--- config.mk ---
export PLATFORM = sky130hd
export DESIGN_NAME = util_vec_reg
export DESIGN_NICKNAME = d
export VERILOG_FILES = /design/src/rtl/uvr_pkg.sv /design/src/rtl/uvr_cyc_dec.sv /design/src/rtl/uvr_base_reg.sv /design/src/rtl/uvr_vec_out.sv /design/src/rtl/util_vec_reg.sv
export SDC_FILE = /design/constraint.sdc
export NUM_CORES = 1
export LEC_CHECK = 0
export BUFFER_PORTS_ARGS = -buffer_cell sky130_fd_sc_hd__buf_2
export CELL_PAD_IN_SITES_DETAIL_PLACEMENT = 1
export CELL_PAD_IN_SITES_GLOBAL_PLACEMENT = 2
export CORE_MARGIN = 4
export CORE_UTILIZATION = 24
export DETAILED_ROUTE_END_ITERATION = 6
export PLACE_DENSITY_LB_ADDON = 0.08
export SLEW_MARGIN = 0
export SYNTH_ARGS = -nofsm -noshare
export SYNTH_HDL_FRONTEND = slang
export SYNTH_SLANG_ARGS = --single-unit
--- constraint.sdc ---
create_clock -name clk_i -period 0.9 [get_ports clk_i]
set_clock_uncertainty 0.05 [all_clocks]
set_input_delay 0.09 -clock clk_i [delete_from_list [all_inputs] [get_ports clk_i]]
set_output_delay 0.09 -clock clk_i [all_outputs]
set_load 0.05 [all_outputs]
--- src/rtl/uvr_pkg.sv ---
package uvr_pkg;
  typedef enum logic [2:0] {
    CYC_IDLE,
    CYC_WRITE,
    CYC_READ,
    CYC_IACK,
    CYC_BAD
  } cyc_e;
endpackage

--- src/rtl/uvr_cyc_dec.sv ---
module uvr_cyc_dec
  import uvr_pkg::*;
(
  input  logic sel_i,
  input  logic we_i,
  input  logic iack_i,
  output cyc_e cyc_o
);
  always_comb begin
    cyc_o = CYC_IDLE;
    if (sel_i) begin
      unique case ({we_i, iack_i})
        2'b10:   cyc_o = CYC_WRITE;
        2'b00:   cyc_o = CYC_READ;
        2'b01:   cyc_o = CYC_IACK;
        default: cyc_o = CYC_BAD; // write during acknowledge: dropped
      endcase
    end
  end

  // a write strobe together with an acknowledge never decodes as a write
  always_comb begin
    if (sel_i && we_i && iack_i) a_r9_no_write_in_iack: assert (cyc_o == CYC_BAD);
  end
endmodule

--- src/rtl/uvr_base_reg.sv ---
module uvr_base_reg
  import uvr_pkg::*;
#(
  parameter int VEC_W  = 8,
  parameter int ID_W   = 3,
  parameter int N_SRC  = 8,
  localparam int BASE_W = VEC_W - ID_W
) (
  input  logic              clk_i,
  input  logic              rst_ni,
  input  cyc_e              cyc_i,
  input  logic [VEC_W-1:0]  wdata_i,
  input  logic [N_SRC-1:0]  src_active_i,
  output logic [BASE_W-1:0] base_o
);
  logic any_active;
  logic wr_ok;
  logic unused_low;

  assign any_active = |src_active_i;
  assign wr_ok      = (cyc_i == CYC_WRITE) && !any_active;
  assign unused_low = ^wdata_i[ID_W-1:0];

  always_ff @(posedge clk_i or negedge rst_ni) begin
    if (!rst_ni)    base_o <= '0;
    else if (wr_ok) base_o <= wdata_i[VEC_W-1:ID_W];
  end

  a_r6_hold_while_active: assert property (@(posedge clk_i) disable iff (!rst_ni)
    (|src_active_i) |=> $stable(base_o));

  a_r2_write_lands: assert property (@(posedge clk_i) disable iff (!rst_ni)
    (cyc_i == CYC_WRITE && src_active_i == '0) |=> base_o == $past(wdata_i[VEC_W-1:ID_W]));

  a_r9_bad_cycle_holds: assert property (@(posedge clk_i) disable iff (!rst_ni)
    (cyc_i == CYC_BAD) |=> $stable(base_o));
endmodule

--- src/rtl/uvr_vec_out.sv ---
module uvr_vec_out
  import uvr_pkg::*;
#(
  parameter int VEC_W = 8,
  parameter int ID_W  = 3,
  parameter logic [ID_W-1:0] REG_OFFSET = 3'b001,
  localparam int BASE_W = VEC_W - ID_W
) (
  input  logic              clk_i,
  input  logic              rst_ni,
  input  cyc_e              cyc_i,
  input  logic [BASE_W-1:0] base_i,
  input  logic [ID_W-1:0]   addr_i,
  output logic [VEC_W-1:0]  rdata_o,
  output logic              rvalid_o
);
  logic            ld;
  logic [ID_W-1:0] low_bits;

  assign ld       = (cyc_i == CYC_READ) || (cyc_i == CYC_IACK);
  assign low_bits = (cyc_i == CYC_IACK) ? addr_i : REG_OFFSET;

  always_ff @(posedge clk_i or negedge rst_ni) begin
    if (!rst_ni) begin
      rvalid_o <= 1'b0;
      rdata_o  <= '0;
    end else begin
      rvalid_o <= ld;
      rdata_o  <= ld ? {base_i, low_bits} : '0;
    end
  end

  a_r7_valid_after_read: assert property (@(posedge clk_i) disable iff (!rst_ni)
    (cyc_i == CYC_READ || cyc_i == CYC_IACK) |=> rvalid_o);

  a_r7_no_stray_valid: assert property (@(posedge clk_i) disable iff (!rst_ni)
    !(cyc_i == CYC_READ || cyc_i == CYC_IACK) |=> !rvalid_o);

  a_r7_idle_zero: assert property (@(posedge clk_i) disable iff (!rst_ni)
    !rvalid_o |-> rdata_o == '0);

  a_r4_iack_echo: assert property (@(posedge clk_i) disable iff (!rst_ni)
    (cyc_i == CYC_IACK) |=> rdata_o[ID_W-1:0] == $past(addr_i));

  a_r5_read_offset: assert property (@(posedge clk_i) disable iff (!rst_ni)
    (cyc_i == CYC_READ) |=> rdata_o[ID_W-1:0] == REG_OFFSET);

  a_r2_base_in_vector: assert property (@(posedge clk_i) disable iff (!rst_ni)
    (cyc_i == CYC_READ || cyc_i == CYC_IACK) |=> rdata_o[VEC_W-1:ID_W] == $past(base_i));
endmodule

--- src/rtl/util_vec_reg.sv ---
module util_vec_reg
  import uvr_pkg::*;
#(
  parameter int VEC_W = 8,
  parameter int ID_W  = 3,
  parameter int N_SRC = 8,
  parameter logic [ID_W-1:0] REG_OFFSET = 3'b001
) (
  input  logic             clk_i,
  input  logic             rst_ni,
  input  logic             sel_i,
  input  logic             we_i,
  input  logic             iack_i,
  input  logic [ID_W-1:0]  addr_i,
  input  logic [VEC_W-1:0] wdata_i,
  input  logic [N_SRC-1:0] src_active_i,
  output logic [VEC_W-1:0] rdata_o,
  output logic             rvalid_o
);
  localparam int BASE_W = VEC_W - ID_W;

  cyc_e              cyc;
  logic [BASE_W-1:0] base_q;

  uvr_cyc_dec u_dec (
    .sel_i  (sel_i),
    .we_i   (we_i),
    .iack_i (iack_i),
    .cyc_o  (cyc)
  );

  uvr_base_reg #(.VEC_W(VEC_W), .ID_W(ID_W), .N_SRC(N_SRC)) u_base (
    .clk_i        (clk_i),
    .rst_ni       (rst_ni),
    .cyc_i        (cyc),
    .wdata_i      (wdata_i),
    .src_active_i (src_active_i),
    .base_o       (base_q)
  );

  uvr_vec_out #(.VEC_W(VEC_W), .ID_W(ID_W), .REG_OFFSET(REG_OFFSET)) u_out (
    .clk_i    (clk_i),
    .rst_ni   (rst_ni),
    .cyc_i    (cyc),
    .base_i   (base_q),
    .addr_i   (addr_i),
    .rdata_o  (rdata_o),
    .rvalid_o (rvalid_o)
  );

  a_r8_write_no_valid: assert property (@(posedge clk_i) disable iff (!rst_ni)
    (sel_i && we_i) |=> !rvalid_o);
endmodule

# Word-level counts from Yosys, hierarchy flattened
# Index checks and enable logic that the tools add are counted.
[word_totals]
reg_bits = 14
input_bits = 24
[op_classes]
muxes = 4
eq_ne = 5
n_reduce_logical = 5
[op_table]
columns = ["op", "count"]
rows = [
  ["$pmux W3 S3", 1],
  ["$mux W8", 1],
  ["$reduce_or A8 Y1", 1],
  ["$eq A3 B2 Y1 const B", 2],
  ["$mux W3", 2],
  ["$eq A3 B1 Y1 const B", 1],
  ["$eq A2 B1 Y1 const B", 1],
  ["$eq A2 B2 Y1 const B", 1],
  ["$logic_not A2 Y1", 1],
  ["$logic_and A1 B1 Y1", 1],
  ["$logic_not A1 Y1", 1],
  ["$logic_or A1 B1 Y1", 1],
]

# Depth between registers and ports, before layout
# Gate-level depths: netlist of the first run.
[depth]
depth_word = 6
ltp_mapped = 4
ltp_nobuf = 4

# Cells and area by module
# A second synthesis of the first run with hierarchy kept.
[hier_totals]
hier_cells = 42
area_unflattened_um2 = 606.8
[by_module_without_submodules]
columns = ["mod", "seq_area_each_um2", "cells_per_inst", "area_per_inst_um2", "n_inst"]
rows = [
  ["uvr_vec_out", 225.2, 20, 309.0, 1],
  ["uvr_base_reg", 125.1, 14, 232.7, 1],
  ["uvr_cyc_dec", 0.0, 8, 65.1, 1],
]

# Worst setup path before layout of the first run
# No wires, ideal clock.
[synth_path]
path_type = "input port to flip-flop"
from = "input port we_i"
to = "register u_base.base_o[0]"
stages = 4
n_path_buf = 0
path_slack_ps = -254
arrival_ps = 979
required_time_ps = 725
cell_sequence = "ha_1 > and2b_1 > nand4_2 > mux2_2"
[synth_via]
elab_chain_len = 5
elab_cells_between_ends = 7
cone_classes = "eq/ne: 3; mux: 2; reduce/logical: 2"
[synth_lines]
columns = ["item", "line", "text"]
rows = [
  ["start: declaration", "util_vec_reg.sv:12", "input logic we_i,"],
  ["$eq A2 B1 Y1, or another cell as far along", "uvr_cyc_dec.sv:12", "unique case ({we_i, iack_i})"],
  ["$pmux W3 S3 *", "uvr_cyc_dec.sv:12", ""],
  ["$mux W3 *", "uvr_cyc_dec.sv:11", "if (sel_i) begin"],
  ["$eq A3 B1 Y1 *", "uvr_base_reg.sv:21", "assign wr_ok = (cyc_i == CYC_WRITE) && !any_active;"],
  ["$logic_and A1 B1 Y1 *", "uvr_base_reg.sv:21", ""],
  ["end signal: assignment", "uvr_base_reg.sv:26", "else if (wr_ok) base_o <= wdata_i[VEC_W-1:ID_W];"],
  ["end: declaration", "uvr_base_reg.sv:14", "output logic [BASE_W-1:0] base_o"],
]
# Every way passes the cells marked *; elsewhere a longest branch is shown, timed or not.
# A chain may end at the register's enable or synchronous reset.

# Final worst setup path of the first run
[layout_path]
from = "input port we_i"
to = "register u_base.base_o[3]"
# The elaborated chain is that of the path after synthesis.

==> results of run 1 <==
==> cell type report <==
class,instances,share of cell area (%)
clock buffer,3,2.419
timing repair buffer,36,30.11
multi-input combinational,20,25.67
inverter,1,0.4032
sequential,14,37.63
tap,28,3.763
==> state kept, by name, indices dropped and copies added (netlist names) <==
register / count
u_base.base_o: 5
u_out.rdata_o: 8
u_out.rvalid_o: 1
==> how the worst min path moves through the flow <==
stage	start	to	cells past startpoint
floorplan	rst_ni	u_base.base_o[0]	0
global placement	rst_ni	u_out.rvalid_o	1
detailed placement	rst_ni	u_out.rdata_o[3]	1
CTS	addr_i[2]	u_out.rdata_o[2]	2
global route	wdata_i[4]	u_base.base_o[1]	2
finish	wdata_i[4]	u_base.base_o[1]	2
==> Yosys cell counts <==
| library cell | number |
|---|---|
| sky130_fd_sc_hd__a21boi_0 | 1 |
| sky130_fd_sc_hd__nand4_2 | 1 |
| sky130_fd_sc_hd__nor4_4 | 1 |
| sky130_fd_sc_hd__ha_1 | 1 |
| sky130_fd_sc_hd__mux2_2 | 5 |
| sky130_fd_sc_hd__nor4b_2 | 1 |
| sky130_fd_sc_hd__clkbuf_1 | 1 |
| sky130_fd_sc_hd__dfrtp_1 | 14 |
| sky130_fd_sc_hd__nor2b_1 | 2 |
| sky130_fd_sc_hd__and3_1 | 2 |
| sky130_fd_sc_hd__and2_1 | 5 |
| sky130_fd_sc_hd__inv_1 | 1 |
| sky130_fd_sc_hd__and2b_1 | 1 |
==> worst max-delay path, delay by kind of cell <==
kind,cells,cell delay (ns)
and+or+nand+nor,2,0.31
muxes,1,0.33
buffers and inverters,1,0.10
adders and majority gates,1,0.24
==> layer usage <==
metal  track usage, %  wire length (um)
met5                0                 0
met4            6.250                 0
met3            1.160                82
met2            13.85               599
met1            7.328               434
==> metrics by stage <==
step | TNS (ns) | cell area [sq um] | utilization (%)
floorplan | -1.080 | 596.8 | -
global placement | -2.543 | 788.3 | 35.98
detailed placement | -2.669 | 788.3 | 35.98
CTS | -0.7498 | 923.4 | 42.15
global route | -1.108 | 930.9 | 42.49
finish | -0.6129 | 930.9 | 42.49
==> power by group <==
part | total [mW] | internal, mW | switching [mW]
logic | 0.189 | 0.0987 | 0.0903
clock network | 0.318 | 0.154 | 0.163
registers | 0.645 | 0.640 | 0.00542
total | 1.15 | 0.892 | 0.259
==> kinds of logic after synthesis <==
| kind of cell | Yosys count | synth area share (%) |
|---|---|---|
| AO/OA/AOI/OAI | 1 | 1.374 |
| adder cells (fa/ha/maj) | 1 | 2.288 |
| multiplexers | 5 | 10.30 |
| buffers and inverters | 2 | 1.372 |
| flip-flops | 14 | 64.07 |
| AND/OR/NAND/NOR | 13 | 20.59 |
==> timing repair <==
action	in CTS	in global routing
buffers inserted	0	1
hold buffers	4	0
gates resized for setup	22	0
setup endpoints to repair	14	14
cloned	0	0
hold endpoints to repair	17	0
pin swaps	0	1
==> impl_metrics.env, run 1 <==
export IMPL_avgRoutedWirePerCell_um=10.94
export IMPL_clock_tree_root_cell="sky130_fd_sc_hd__clkbuf_4"
export IMPL_yosysWarningCount=0
export IMPL_clock_fmax_mhz=1025
export IMPL_critical_path_endpoint="u_base.base_o[3]"
export IMPL_timing_critical_path_slowest_stage_cell="sky130_fd_sc_hd__mux2_4"
export IMPL_crit_path_cell_trace="buf_8 -> ha_4 -> and2b_2 -> nand4_4 -> mux2_4"
export IMPL_postRouteWirelength_um=1116
export IMPL_number_of_global_route_vias_before_repair=451
export IMPL_cp_arrival_ns=1.07
export IMPL_antenna_cells_inserted=0
export IMPL_cts_tree="yes"
export IMPL_final_gp_congestion=0.6194
export IMPL_fp_row_count=17
export IMPL_antenna_found_initial=0
export IMPL_mappedNetlistNets=61
export IMPL_cts_buffers=3
export IMPL_sequential_cell_area_sq_um=350.3
export IMPL_rsz0062_at_grt="true"
export IMPL_hp_class="input port to flop"
export IMPL_port_buffers=29
export IMPL_endpoint_of_the_worst_slack_reg_to_reg_timing_path="u_base.base_o[1]"
export IMPL_vias_per_cell=4.000
export IMPL_status="finished with violations"
export IMPL_final_min_period_over_clock_period_pct=108.4
export IMPL_worst_slew_pin_slew_ns=0.2891
export IMPL_dp_cells=94
export IMPL_num_vias=408
export IMPL_grt_first_pass_wirelength_um=1807
export IMPL_synthDistinctLibCells=13
export IMPL_post_synthesis_instance_area_sq_um=546.8
export IMPL_floorplan_die_height_um=55.73
export IMPL_timing_final_max_slew_violations=0
export IMPL_most_common_library_cell_in_the_layout_ignoring_fill_and_taps="sky130_fd_sc_hd__buf_2"
export IMPL_sequential_area_share_after_synthesis_pct=64.07
export IMPL_drive_gt1_share_pct=60.81
export IMPL_violation_count_after_the_first_detailed_route_iteration=1
export IMPL_irDropWorstVdd_mv=0.4526
export IMPL_synth_top_cells_by_area="sky130_fd_sc_hd__dfrtp_1 64%, sky130_fd_sc_hd__mux2_2 10%, sky130_fd_sc_hd__and2_1 5.7%"
export IMPL_critPathKind="input port to flop"
export IMPL_setup_viol=14
export IMPL_timing_critical_path_from_type="input port"
export IMPL_drt_pass1_iter_count=4
export IMPL_clock_insertion_delay_worst_skew_ns=0.26
export IMPL_final_critical_path_setup_slack_ns=-0.07525
export IMPL_fin_total_pwr_mw=1.152
export IMPL_initial_core_utilization_pct=24.96
export IMPL_final_cell_mix="18 x sky130_fd_sc_hd__buf_2, 14 x sky130_fd_sc_hd__dfrtp_1, 10 x sky130_fd_sc_hd__buf_6"
export IMPL_io_pins=33
export IMPL_gr_ovfl_total=0
export IMPL_synthesis_instances=36
export IMPL_grt_max_degree=15
export IMPL_synth_top_area_cell="sky130_fd_sc_hd__dfrtp_1"
export IMPL_worst_path_largest_cell_delay_ns=0.33
export IMPL_post_synthesis_register_bit_count=14
export IMPL_p_leak_nw=0.4943
export IMPL_cts_path_max_buffers=2
export IMPL_cts_htree_levels=1
export IMPL_r2r_slack_ns=0.10
export IMPL_period_minus_slack_ns=0.9752
export IMPL_multiInputGateArea_sq_um=239.0
export IMPL_floorplan_die_area_sq_um=3106
export IMPL_timing_slew_headroom_pct=80.72
export IMPL_hold_viol=0
export IMPL_fillCellCount=240
export IMPL_numClockSinks=14
export IMPL_post_route_drc_count=0
export IMPL_critical_path_reg2reg_startpoint="u_base.base_o[1]"
export IMPL_worst_setup_timing_slack_at_the_placement_stage_ns=-0.3891
export IMPL_power_density_nw_per_um2=1237
export IMPL_hold_slack_final_ns=0.01259
export IMPL_synth_top_cell_area_share_pct=64.07
export IMPL_post_synth_cell_area_avg_sq_um=15.19
export IMPL_required_ns=1.00
export IMPL_worst_setup_path_startpoint="we_i"
export IMPL_cap_viol_max_count=0
export IMPL_track_usage_pct=7.562
export IMPL_antenna_violating_nets_left=0
export IMPL_endpoint_kind="flop"
export IMPL_worstPathMaxFanout=5
export IMPL_clk_pin_slew_ns=0.07
export IMPL_r2r_worst_path_cells=1
export IMPL_violations="setup timing"
export IMPL_syn_to_final_growth_pct=70.25
export IMPL_finish_cell_count_without_fillers=102
export IMPL_fin_nets=101
export IMPL_die_span_x_um=55.73
export IMPL_coreArea_sq_um=2191
No activity file was read; power rests on OpenSTA's default activity.
==> run 2, diff against run 1 <==
REMOVE_ABC_BUFFERS = 1   (was not set)
SETUP_SLACK_MARGIN = 0.02   (was not set)
==> run 2 against run 1 <==
Net effect:
- the run still ends with setup timing left
- highest routed layer is now met4
- die area unchanged
- register-to-register slack about the same
- power increased by 13%
- routed wire length increased by 8.7%
- sequential share of layout area decreased by 2.2 points
- sequential power about the same
- count of clock-buffer cells in the layout increased by 1
- via count increased by 5.9%
==> impl_metrics.env, run 2 (same netlist as run 1, synthesis figures left out) <==
export IMPL_critical_path_reg2reg_startpoint="u_base.base_o[2]"
export IMPL_coreArea_sq_um=2191
export IMPL_required_ns=1.01
export IMPL_net_switching_share_of_the_total_power_pct=23.15
export IMPL_clock_fmax_mhz=1024
export IMPL_cts_htree_levels=1
export IMPL_status="finished with violations"
export IMPL_finalSetupTns_ns=-0.7361
export IMPL_finish_cell_count_without_fillers=106
export IMPL_dpl_instance_area_sq_um=745.7
export IMPL_track_usage_pct=8.426
export IMPL_endpoint_kind="flop"
export IMPL_final_min_period_over_clock_period_pct=108.5
export IMPL_grt_first_pass_wirelength_um=1994
export IMPL_critPathKind="input port to flop"
export IMPL_dp_cells=95
export IMPL_sequential_cell_area_sq_um=350.3
export IMPL_hold_path_startpoint="addr_i[0]"
export IMPL_fillCellCount=241
export IMPL_endpoint_of_the_worst_slack_reg_to_reg_timing_path="u_base.base_o[2]"
export IMPL_fin_total_pwr_mw=1.297
export IMPL_top_register="u_out.rdata_o"
export IMPL_cts_tree="yes"
export IMPL_irDropWorstVdd_mv=0.5317
export IMPL_wl_met1_um=478
export IMPL_violations="setup timing"
export IMPL_netSwitchingPower_mw=0.3003
export IMPL_cell_internal_pwr_mw=0.9970
export IMPL_hold_viol=0
export IMPL_hp_class="input port to flop"
export IMPL_clk_pin_slew_ns=0.08
export IMPL_gr_ovfl_total=0
export IMPL_r2r_slack_ns=0.10
export IMPL_initial_core_utilization_pct=24.96
export IMPL_drt_pass1_iter_count=2
export IMPL_most_common_library_cell_in_the_layout_ignoring_fill_and_taps="sky130_fd_sc_hd__buf_2"
export IMPL_number_of_global_route_vias_before_repair=459
export IMPL_antenna_found_initial=0
export IMPL_r2r_worst_path_cells=1
export IMPL_route_met2_wl_um=614
export IMPL_seqPwrFrac_pct=49.7
export IMPL_setup_viol=14
export IMPL_min_path_cells=3
export IMPL_violation_count_after_the_first_detailed_route_iteration=3
export IMPL_worstPathMaxFanout=5
export IMPL_fin_nets=104
export IMPL_drive_gt1_share_pct=61.54
export IMPL_post_route_drc_count=0
export IMPL_postRouteWirelength_um=1213
export IMPL_num_vias=432
export IMPL_biggestRegsByFlops="u_out.rdata_o (8), u_base.base_o (5), u_out.rvalid_o (1)"
export IMPL_timing_final_max_slew_violations=0
export IMPL_final_critical_path_setup_slack_ns=-0.07654
export IMPL_clock_insertion_delay_worst_skew_ns=0.27
export IMPL_vias_per_cell=4.075
export IMPL_multiInputGateArea_sq_um=249.0
export IMPL_port_buffers=29
export IMPL_timing_slew_headroom_pct=79.78
export IMPL_p_leak_nw=0.5115
export IMPL_largest_register_ff_count=8
export IMPL_syn_to_final_growth_pct=80.78
export IMPL_top_layer="met4"
export IMPL_clock_tree_root_cell="sky130_fd_sc_hd__clkbuf_4"
export IMPL_antenna_cells_inserted=0
export IMPL_cts_buffers=3
export IMPL_post_route_cell_area_sq_um=988.4
export IMPL_antenna_violating_nets_left=0
export IMPL_p_comb_share_pct=16.0
export IMPL_fp_row_count=17
export IMPL_whs_endpoint="u_out.rdata_o[0]"
export IMPL_numClockSinks=14
export IMPL_rsz0062_at_grt="true"
export IMPL_cap_viol_max_count=0
export IMPL_grt_max_degree=15
export IMPL_period_minus_slack_ns=0.9765
export IMPL_timing_critical_path_from_type="input port"
export IMPL_cts_path_max_buffers=2
export IMPL_die_span_x_um=55.73
export IMPL_power_frac_clock_pct=34.3
export IMPL_final_cell_mix="18 x sky130_fd_sc_hd__buf_2, 14 x sky130_fd_sc_hd__dfrtp_1, 11 x sky130_fd_sc_hd__buf_6"
export IMPL_floorplan_die_height_um=55.73
export IMPL_avgRoutedWirePerCell_um=11.44
export IMPL_worst_slew_pin_slew_ns=0.3032
export IMPL_floorplan_die_area_sq_um=3106
export IMPL_io_pins=33
export IMPL_length_of_routed_met3_wiring_um=99
export IMPL_final_gp_congestion=0.6068
export IMPL_hold_slack_final_ns=0.01124
export IMPL_cp_arrival_ns=1.09
export IMPL_power_density_nw_per_um2=1313
==> run 2: changes by cell type in the layout (fill, tap and decap cells not counted), sizes merged <==
cell / previous run / this run
clkbuf: 3 / 4
dlygate4sd3: 4 / 7
==> run 2: how the worst max path moves through the flow <==
stage                       end              from  slack (ns)
2_1_floorplan  u_base.base_o[0]              we_i       -0.25
3_3_place_gp   u_base.base_o[0]              we_i       -0.41
3_5_place_dp   u_base.base_o[4]              we_i       -0.43
4_1_cts        u_base.base_o[4]              we_i       -0.07
5_1_grt              rdata_o[5]  u_out.rdata_o[5]       -0.09
6_report       u_base.base_o[1]              we_i       -0.08
==> run 2: through the flow <==
step | util [%] | setup slack [ns]
4_1_cts | 43.52 | -0.06865
5_1_grt | 45.12 | -0.08922
3_5_place_dp | 34.04 | -0.4309
6_report | 45.12 | -0.07654
3_3_place_gp | 34.04 | -0.4098
2_1_floorplan | - | -0.2542
==> run 2: cell type report <==
type                       instances  area share (%)
clock buffer                       4           3.671
sequential                        14           35.44
multi-input combinational         20           25.19
timing repair buffer              39           31.77
inverter                           1          0.3797
tap                               28           3.544
==> run 2: power by group through the flow <==
stage	registers (mW)	clock network, mW	logic [mW]
floorplan	0.685	0	0.0265
global placement	0.654	0	0.145
detailed placement	0.655	0	0.147
CTS	0.644	0.449	0.199
global route	0.645	0.490	0.226
finish	0.644	0.445	0.208
==> run 2: worst max-delay path, cell delays in order <==
cell and delay [ns]:
sky130_fd_sc_hd__buf_8 0.10, sky130_fd_sc_hd__ha_4 0.24, sky130_fd_sc_hd__and2b_2 0.17, sky130_fd_sc_hd__nand4_4 0.15
sky130_fd_sc_hd__mux2_4 0.33
==> run 2: routing by layer <==
metal / vias up / global-route usage, %
li1: 205 / -
met1: 202 / 8.739
met2: 23 / 14.02
met3: 2 / 2.784
met4: 0 / 6.250
met5: - / 0
==> run 2: timing repair <==
item,CTS,global route
setup buffers,1,0
endpoints found under the setup margin,14,17
gates resized for setup,31,3
hold buffers,4,3
hold endpoints to repair,18,3
gates cloned,0,0
